<file path="config.mk">
export PLATFORM = sky130hd
export DESIGN_NAME = tcmp_pwm
export DESIGN_NICKNAME = d
export VERILOG_FILES = /design/src/rtl/tcmp_pkg.sv /design/src/rtl/tcmp_timer.sv /design/src/rtl/tcmp_regs.sv /design/src/rtl/tcmp_channel.sv /design/src/rtl/tcmp_pwm.sv
export SDC_FILE = /design/constraint.sdc
export NUM_CORES = 1
export LEC_CHECK = 0
export BUFFER_PORTS_ARGS = -buffer_cell sky130_fd_sc_hd__buf_2
export CORE_ASPECT_RATIO = 2
export CORE_MARGIN = 8
export CORE_UTILIZATION = 50
export DETAILED_ROUTE_END_ITERATION = 12
export HOLD_SLACK_MARGIN = 0.08
export PLACE_DENSITY = 0.8
export SYNTH_ARGS = -nofsm -noshare
export SYNTH_HDL_FRONTEND = slang
export SYNTH_SLANG_ARGS = --single-unit
</file>
<file path="constraint.sdc">
create_clock -name clk_i -period 1.8 [get_ports clk_i]
set_clock_uncertainty 0.05 [all_clocks]
set_input_delay 0.36 -clock clk_i [delete_from_list [all_inputs] [get_ports clk_i]]
set_output_delay 0.36 -clock clk_i [all_outputs]
set_load 0.005 [all_outputs]
</file>
<file path="src/rtl/tcmp_pkg.sv">
package tcmp_pkg;
  localparam int REG_CTRL     = 0;
  localparam int REG_CHEN     = 1;
  localparam int REG_PORT     = 2;
  localparam int REG_IRQCLR   = 3;
  localparam int REG_TLOAD    = 4;
  localparam int REG_CMP_BASE = 8;
  localparam int IE_LSB       = 8;
  localparam int LO_W         = 8;

  typedef struct packed {
    logic shadow_mode;
    logic byte_mode;
  } ctrl_t;
endpackage

</file>
<file path="src/rtl/tcmp_timer.sv">
module tcmp_timer #(
  parameter int TMR_W = 16,
  parameter int LO_W  = 8
) (
  input  logic             clk_i,
  input  logic             rst_ni,
  input  logic             byte_mode_i,
  input  logic             load_i,
  input  logic [TMR_W-1:0] load_val_i,
  output logic [TMR_W-1:0] tmr_o,
  output logic             wrap_o,
  output logic             ovf_o
);
  localparam int HI_W = TMR_W - LO_W;

  logic [TMR_W-1:0] tmr_q, tmr_d;
  logic             ovf_q;

  always_comb begin
    wrap_o = !load_i && (byte_mode_i ? (&tmr_q[LO_W-1:0]) : (&tmr_q));
    if (load_i)
      tmr_d = byte_mode_i ? {{HI_W{1'b0}}, load_val_i[LO_W-1:0]} : load_val_i;
    else if (byte_mode_i)
      tmr_d = {{HI_W{1'b0}}, tmr_q[LO_W-1:0] + LO_W'(1)};
    else
      tmr_d = tmr_q + TMR_W'(1);
  end

  always_ff @(posedge clk_i or negedge rst_ni) begin
    if (!rst_ni) begin
      tmr_q <= '0;
      ovf_q <= 1'b0;
    end else begin
      tmr_q <= tmr_d;
      ovf_q <= wrap_o;
    end
  end

  assign tmr_o = tmr_q;
  assign ovf_o = ovf_q;
endmodule

</file>
<file path="src/rtl/tcmp_regs.sv">
module tcmp_regs
  import tcmp_pkg::*;
#(
  parameter int NUM_CH = 4,
  parameter int TMR_W  = 16,
  parameter int ADDR_W = 4
) (
  input  logic              clk_i,
  input  logic              rst_ni,
  input  logic              wr_en_i,
  input  logic [ADDR_W-1:0] wr_addr_i,
  input  logic [TMR_W-1:0]  wr_data_i,
  output logic              byte_mode_o,
  output logic              shadow_mode_o,
  output logic [NUM_CH-1:0] ce_o,
  output logic [NUM_CH-1:0] ie_o,
  output logic [NUM_CH-1:0] port_o,
  output logic [TMR_W-1:0]  cmp_o [NUM_CH],
  output logic [NUM_CH-1:0] irq_clr_o,
  output logic              tload_o,
  output logic [TMR_W-1:0]  tload_val_o
);
  ctrl_t             ctrl_q;
  logic [NUM_CH-1:0] ce_q, ie_q, port_q;

  logic sel_ctrl, sel_chen, sel_port, sel_clr;
  assign sel_ctrl = wr_en_i && (wr_addr_i == ADDR_W'(REG_CTRL));
  assign sel_chen = wr_en_i && (wr_addr_i == ADDR_W'(REG_CHEN));
  assign sel_port = wr_en_i && (wr_addr_i == ADDR_W'(REG_PORT));
  assign sel_clr  = wr_en_i && (wr_addr_i == ADDR_W'(REG_IRQCLR));
  assign tload_o  = wr_en_i && (wr_addr_i == ADDR_W'(REG_TLOAD));

  always_ff @(posedge clk_i or negedge rst_ni) begin
    if (!rst_ni) begin
      ctrl_q <= '0;
      ce_q   <= '0;
      ie_q   <= '0;
      port_q <= '0;
    end else begin
      if (sel_ctrl) ctrl_q <= ctrl_t'(wr_data_i[1:0]);
      if (sel_chen) begin
        ce_q <= wr_data_i[NUM_CH-1:0];
        ie_q <= wr_data_i[IE_LSB+NUM_CH-1:IE_LSB];
      end
      if (sel_port) port_q <= wr_data_i[NUM_CH-1:0];
    end
  end

  for (genvar k = 0; k < NUM_CH; k++) begin : g_cmp
    logic [TMR_W-1:0] cmp_q;
    always_ff @(posedge clk_i or negedge rst_ni) begin
      if (!rst_ni) cmp_q <= '0;
      else if (wr_en_i && (wr_addr_i == ADDR_W'(REG_CMP_BASE + k))) cmp_q <= wr_data_i;
    end
    assign cmp_o[k] = cmp_q;
  end

  assign byte_mode_o   = ctrl_q.byte_mode;
  assign shadow_mode_o = ctrl_q.shadow_mode;
  assign ce_o          = ce_q;
  assign ie_o          = ie_q;
  assign port_o        = port_q;
  assign irq_clr_o     = sel_clr ? wr_data_i[NUM_CH-1:0] : '0;
  assign tload_val_o   = wr_data_i;
endmodule

</file>
<file path="src/rtl/tcmp_channel.sv">
module tcmp_channel #(
  parameter int TMR_W = 16,
  parameter int LO_W  = 8
) (
  input  logic             clk_i,
  input  logic             rst_ni,
  input  logic [TMR_W-1:0] tmr_i,
  input  logic             wrap_i,
  input  logic [TMR_W-1:0] cmp_i,
  input  logic             byte_mode_i,
  input  logic             shadow_mode_i,
  input  logic             ce_i,
  input  logic             ie_i,
  input  logic             port_i,
  input  logic             irq_clr_i,
  output logic             pin_o,
  output logic             irq_o,
  output logic             evt_o
);
  logic cond_c, cond_q, rise_c;
  logic out_q, irq_q, evt_q;

  always_comb begin
    cond_c = byte_mode_i ? (tmr_i[LO_W-1:0] > cmp_i[LO_W-1:0]) : (tmr_i > cmp_i);
    // edge, not level: one event per crossing
    rise_c = ce_i && cond_c && !cond_q;
  end

  always_ff @(posedge clk_i or negedge rst_ni) begin
    if (!rst_ni) begin
      cond_q <= 1'b0;
      evt_q  <= 1'b0;
      out_q  <= 1'b0;
      irq_q  <= 1'b0;
    end else begin
      cond_q <= cond_c;
      evt_q  <= rise_c;
      if (!shadow_mode_i && wrap_i) out_q <= 1'b0;
      else if (rise_c)              out_q <= shadow_mode_i ? port_i : 1'b1;
      irq_q <= (irq_q && !irq_clr_i) || (rise_c && ie_i);
    end
  end

  assign pin_o = ce_i ? out_q : port_i;
  assign irq_o = irq_q;
  assign evt_o = evt_q;
endmodule

</file>
<file path="src/rtl/tcmp_pwm.sv">
module tcmp_pwm
  import tcmp_pkg::*;
#(
  parameter int NUM_CH = 4,
  parameter int TMR_W  = 16,
  parameter int ADDR_W = 4
) (
  input  logic              clk_i,
  input  logic              rst_ni,
  input  logic              wr_en_i,
  input  logic [ADDR_W-1:0] wr_addr_i,
  input  logic [TMR_W-1:0]  wr_data_i,
  output logic [NUM_CH-1:0] pin_o,
  output logic [NUM_CH-1:0] irq_o,
  output logic [NUM_CH-1:0] cmp_evt_o,
  output logic              ovf_o,
  output logic [TMR_W-1:0]  tmr_o
);
  logic              byte_mode, shadow_mode, tload, wrap;
  logic [NUM_CH-1:0] ce, ie, port, irq_clr;
  logic [TMR_W-1:0]  cmp [NUM_CH];
  logic [TMR_W-1:0]  tload_val, tmr;

  tcmp_regs #(.NUM_CH(NUM_CH), .TMR_W(TMR_W), .ADDR_W(ADDR_W)) u_regs (
    .clk_i, .rst_ni, .wr_en_i, .wr_addr_i, .wr_data_i,
    .byte_mode_o(byte_mode), .shadow_mode_o(shadow_mode),
    .ce_o(ce), .ie_o(ie), .port_o(port), .cmp_o(cmp),
    .irq_clr_o(irq_clr), .tload_o(tload), .tload_val_o(tload_val)
  );

  tcmp_timer #(.TMR_W(TMR_W), .LO_W(LO_W)) u_timer (
    .clk_i, .rst_ni, .byte_mode_i(byte_mode), .load_i(tload),
    .load_val_i(tload_val), .tmr_o(tmr), .wrap_o(wrap), .ovf_o(ovf_o)
  );

  for (genvar k = 0; k < NUM_CH; k++) begin : g_ch
    tcmp_channel #(.TMR_W(TMR_W), .LO_W(LO_W)) u_ch (
      .clk_i, .rst_ni, .tmr_i(tmr), .wrap_i(wrap), .cmp_i(cmp[k]),
      .byte_mode_i(byte_mode), .shadow_mode_i(shadow_mode),
      .ce_i(ce[k]), .ie_i(ie[k]), .port_i(port[k]), .irq_clr_i(irq_clr[k]),
      .pin_o(pin_o[k]), .irq_o(irq_o[k]), .evt_o(cmp_evt_o[k])
    );
  end

  assign tmr_o = tmr;
endmodule

</file>
==> out/metrics.cfg, run 1 <==
[outcome]
outcome=finished, violations left
violations=setup timing

[finish]
nets=860
multiInputGateArea_um2=3810
area_delta_synth_final_pct=41.8
fillers=730
finish.cell_count_without_fillers=924
seq_area_um2=2800
fin_util_pct=72.0
antennaDiodeCount=0
layout-drive-gt1-share_pct=41.4
design_area_um2=8680

[yosys]
syn_nets=715
synth_common_cells=dfrtp_1 (111), nand2_1 (85), inv_1 (74)
syn-cell-area_um2=6120
synth-seq-cells=111
ys.flop_type=dfrtp_1
yosysTopAreaCellShare_pct=45.4
yosysMostFrequentCell=dfrtp_1
async_flop_share_pct=100
synth.top_cells.by_area=dfrtp_1 (45%), ha_1 (13%), nand2_1 (5.2%), o21ai_0 (4.8%), inv_1 (4.5%)
synth_edf_count=0
syn_area_per_cell_um2=9.76
yosysWarnings=0
synth_cell_types=41
synth_top_area_cell=dfrtp_1
ys_seq_area_share_pct=45.4
synthCells=627

[clock_tree]
numCtsBuffers=9
clk_latency_ns=0.36
cts.sinks=111
cts_max_level=3
cts.root.buffer_cell=clkbuf_16
path_clk_slew_ns=0.08
cts_buffer_depth=2
cts_tree=yes

[die]
ios=52
die_height_um=172
die_area_um2=16200
die_w_um=94.2
core_um2=12100
row_count=57
start_util_pct=50.8

[drt]
first_pass_iters=5
vias=5560
avgRoutedWirePerCell_um=22.2
wirelength_mm=20.6
drtIter0Drc=376
final_antenna_net_count=0
drc=0
vias_per_cell=6.02

[timing]
max_freq_ghz=0.443
min_period_ns=2.26
period_share_pct=125
maxSlewHeadroom_pct=56.3
worst_slew_pin_slew_ns=0.656
setup_viol=23
worst_slack_ns=-0.457
rsz0062_at_grt=yes
hold_violations=0
drv_slew=0

[critical_path]
critPathLaunchType=flop
worstPathRequired_ns=2.01
crit_type=reg2reg
crit_path_end_kind=flop
crit_fanout=3
crit_arrival_ns=2.47

[grt]
grt_usage_pct=23.3
grt_pass1_wl_mm=28.9
antenna_found_initial=0
grt_overflow=0
grt_max_degree=67
grt_pass1_vias=5708

[placement]
detailed_place_hpwl_mm=13.0
dp_slack_ns=-0.418
place_congestion=0.902
io_buffers=51
dp.cells=873
place_area_um2=7470

[pwr]
ir_worst_vdd_mv=0.912
p_total_w=0.0111
powerDensity_nw_per_um2=1280
p_leak_nw=3.96

[worst_hold_path]
hp-class=in2reg

[job]
maxCapViolations=0

## final cells by class
type / count / area share (%)
timing repair buffer: 164 / 15.4
clock buffer: 11 / 2.68
sequential: 111 / 32.2
clock inverter: 5 / 0.389
tap: 147 / 2.12
inverter: 74 / 3.20
multi-input combinational: 412 / 44.0
## final timing paths
| path | slack (ns) | endpoint | cells past startpoint | startpoint |
|---|---|---|---|---|
| hold / removal | 0.23 | u_timer.tmr_o[5] | 3 | wr_data_i[5] |
| setup reg to reg | -0.46 | g_ch[2].u_ch.out_q | 8 | u_timer.tmr_o[14] |
| hold reg to reg | 0.44 | u_regs.g_cmp[0].cmp_q[12] | 1 | u_regs.g_cmp[0].cmp_q[12] |
| min in group asynchronous | 0.47 | u_regs.g_cmp[2].cmp_q[10] | 3 | rst_ni |
| setup / recovery | -0.46 | g_ch[2].u_ch.out_q | 8 | u_timer.tmr_o[14] |
| max in group asynchronous | 0.87 | u_timer.tmr_o[9] | 3 | rst_ni |
## worst max-delay path, cell delays in order (launching register included)
cell and delay, ns:
dfrtp_2 0.45, buf_4 0.16, ha_4 0.22, a21oi_1 0.22, nand2_1 0.12, a221oi_2 0.35, or3_4 0.21, o31ai_4 0.08
a311oi_2 0.30
## metrics by stage
stage	TNS (ns)	hold WS, ns
2_1_floorplan	-0.560	0.0144
3_3_place_gp	-2.68	0.317
3_5_place_dp	-3.79	0.323
4_1_cts	-3.69	0.239
5_1_grt	-6.75	0.238
6_report	-5.62	0.226
## what timing repair did
item	4_1_cts	5_1_grt
endpoints found under the setup margin	19	27
buffers inserted	27	7
hold endpoints to repair	111	0
gates resized for setup	37	63
pin swaps	31	57
hold buffers	1	0
## per-layer routing
| layer | wire, um | vias to the layer above | part of all wire (%) | GRT usage (%) |
|---|---|---|---|---|
| li1 | - | 2445 | - | - |
| met5 | 0 | - | 0 | 0 |
| met2 | 11200 | 283 | 54 | 42.4 |
| met1 | 6690 | 2718 | 33 | 22.3 |
| met3 | 1020 | 114 | 4.9 | 4.13 |
| met4 | 1690 | 0 | 8.2 | 17.9 |
## power breakdown
part | leakage, nW | total, W | switching (W) | internal (W)
Combinational | 2.50 | 0.00546 | 0.00269 | 0.00277
Clock | 0.126 | 0.00192 | 0.000972 | 0.000943
Sequential | 1.34 | 0.00374 | 0.000587 | 0.00315
Total | 3.96 | 0.0111 | 0.00425 | 0.00687
## cells by family after synthesis
family / Yosys count / synth area share, %
buffers and inverters: 104 / 7.26
and+or+nand+nor: 168 / 12.9
AOI/OAI and AO/OA: 132 / 13.0
adders and majority gates: 65 / 13.3
DFF: 111 / 45.4
muxes: 33 / 6.07
xor gates and xnor gates: 14 / 2.00
## cells in the final DEF (no fill, tap or decap), types with 11 or more instances in the layout
| master | instances |
|---|---|
| nand2_1 | 82 |
| buf_6 | 24 |
| mux2_2 | 23 |
| dfrtp_1 | 96 |
| buf_4 | 79 |
| nor2_1 | 16 |
| o21ai_0 | 54 |
| a21oi_1 | 20 |
| buf_2 | 49 |
| nand4_1 | 15 |
| buf_12 | 11 |
| ha_4 | 41 |
| ha_1 | 24 |
| dfrtp_2 | 15 |
| inv_1 | 71 |
## flip-flops by register name, summed over array words and instances (netlist names)
register and cells:
u_regs.ce_o 4, g_ch.u_ch.out_q 4, u_regs.port_o 4, u_regs.g_cmp.cmp_q 64
u_timer.tmr_o 16, g_ch.u_ch.evt_o 4, u_regs.ie_o 4, u_regs.byte_mode_o 1
g_ch.u_ch.cond_q 4, g_ch.u_ch.irq_o 4, u_regs.shadow_mode_o 1, u_timer.ovf_o 1
(Power assumes the default switching activity.)
==> inputs of run 2 (changes only) <==
Settings changed: PLACE_DENSITY 0.8 to 0.78.
Clock period 1.8 ns to 2.3 ns, I/O delays scaled along.
==> out/metrics.cfg, run 2 (synthesized netlist as in run 1, its figures left out) <==
[outcome]
outcome=complete, no violations

[drt]
wirelength_mm=18.1
first_pass_iters=5
drc=0
final_antenna_net_count=0
vias_per_cell=6.07
drtIter0Drc=358
vias=5199
avgRoutedWirePerCell_um=21.2

[timing]
finalSetupTns_ns=0
worst_slew_pin_slew_ns=0.740
hold_violations=0
maxSlewHeadroom_pct=50.7
max_freq_ghz=0.438
worst_slack_ns=0.0168
setup_viol=0
period_share_pct=99.3
min_period_ns=2.28
drv_slew=0

[grt]
grt_overflow=0
grt_usage_pct=22.6
grt_max_degree=112
antenna_found_initial=1
grt_pass1_vias=5470
grt_pass1_wl_mm=27.9

[clock_tree]
cts_tree=yes
path_clk_slew_ns=0.07
numCtsBuffers=9
cts.sinks=111
clk_latency_ns=0.35
cts.root.buffer_cell=clkbuf_16
cts_max_level=3
cts_buffer_depth=2

[die]
die_w_um=94.2
ios=52
die_height_um=172
row_count=57
die_area_um2=16200
core_um2=12100
start_util_pct=50.8

[critical_path]
crit_type=reg2reg
rr_startpoint=u_timer.tmr_o[7]
crit_path_end_kind=flop
cp_num_buf_inv=2
reg2reg_setup_slack_ns=0.02
cp_top_family=simple AND/OR/NAND/NOR gates
worstPathRequired_ns=2.51
crit_end=g_ch[0].u_ch.out_q
crit_start=u_timer.tmr_o[7]
r2r-end=g_ch[0].u_ch.out_q
ff2ff_path_depth=9
cpMaxStageDelayCell=or3_4
crit_arrival_ns=2.49
crit_fanout=6
cp_cell_sequence=buf_6 -> buf_12 -> ha_4 -> nand4_1 -> nor2_1 -> a21o_1 -> or3_4 -> o311a_4 -> a311oi_2
crit_cells=9
critPathLaunchType=flop
slowest_delay_ns=0.40

[pwr]
internal-power_w=0.00496
p_total_w=0.00783
power_frac_comb_pct=42.6
clkPwrFrac_pct=21.8
p_leak_nw=3.56
netSwitchingPower_w=0.00286
ir_worst_vdd_mv=0.639
powerDensity_nw_per_um2=1060
swShare_pct=36.6
power_frac_seq_pct=35.6

[finish]
antennaDiodeCount=0
nets=793
top_register=u_regs.g_cmp.cmp_q
layout_commonest_cell=dfrtp_1
fin_util_pct=61.3
area_delta_synth_final_pct=20.8
layout_common_cells=dfrtp_1 (106), nand2_1 (85), inv_1 (74)
layout-drive-gt1-share_pct=25.8
design_area_um2=7390
largest_reg_flops=64

[placement]
dp_slack_ns=-0.232
place_congestion=0.933
detailed_place_hpwl_mm=13.0
io_buffers=51
place_area_um2=6670

[worst_hold_path]
hp-class=in2async

[job]
maxCapViolations=0

==> run 2: cell type report <==
| cell class | instances | area, um^2 |
|---|---|---|
| multi-input cells | 412 | 3170 |
| clock buffers | 10 | 239 |
| inverters | 74 | 278 |
| flip-flops and latches | 111 | 2780 |
| well taps | 147 | 184 |
| repair buffers | 97 | 651 |
| fillers | 935 | 4660 |
| clock inverters | 5 | 82.6 |
==> run 2: power groups by stage <==
stage | Combinational [W] | Sequential, W | Clock, W
finish | 0.00333 | 0.00279 | 0.00171
global route | 0.00364 | 0.00284 | 0.00179
CTS | 0.00286 | 0.00276 | 0.00172
detailed placement | 0.00266 | 0.00279 | 0
global placement | 0.00253 | 0.00277 | 0
floorplan | 0.00161 | 0.00277 | 0
==> run 2: layer usage <==
| layer | share of wire (%) | routed length, um | GRT usage [%] | vias up |
|---|---|---|---|---|
| met5 | 0.061 | 11 | 0 | - |
| met1 | 33 | 6060 | 21.8 | 2555 |
| met2 | 53 | 9610 | 40.0 | 231 |
| met4 | 8.2 | 1480 | 20.4 | 2 |
| met3 | 5.4 | 971 | 3.61 | 102 |
| li1 | - | - | - | 2309 |
==> run 2: how the worst min path moves through the flow <==
| stage | start | end | depth (start not counted) |
|---|---|---|---|
| 6_report | rst_ni | u_regs.port_o[1] | 2 |
| 5_1_grt | rst_ni | u_regs.ie_o[1] | 2 |
| 4_1_cts | rst_ni | u_regs.ie_o[1] | 2 |
| 3_5_place_dp | u_regs.g_cmp[0].cmp_q[7] | u_regs.g_cmp[0].cmp_q[7] | 1 |
| 3_3_place_gp | u_regs.g_cmp[0].cmp_q[7] | u_regs.g_cmp[0].cmp_q[7] | 1 |
| 2_1_floorplan | rst_ni | g_ch[0].u_ch.cond_q | 0 |
==> run 2: per-stage QoR <==
step                      instances  hold WS (ns)
after floorplan                 627         0.114
after global placement          828         0.427
after detailed placement        828         0.432
after CTS                       844         0.164
after global routing            856         0.176
final                           856         0.101
==> run 2: timing repair <==
| item | 4_1_cts | 5_1_grt |
|---|---|---|
| resized for setup | 19 | 31 |
| buffers inserted | 1 | 12 |
| hold buffers | 0 | 0 |
| setup endpoints to repair | 9 | 8 |
| pin swaps | 3 | 23 |
| gates cloned | 0 | 0 |
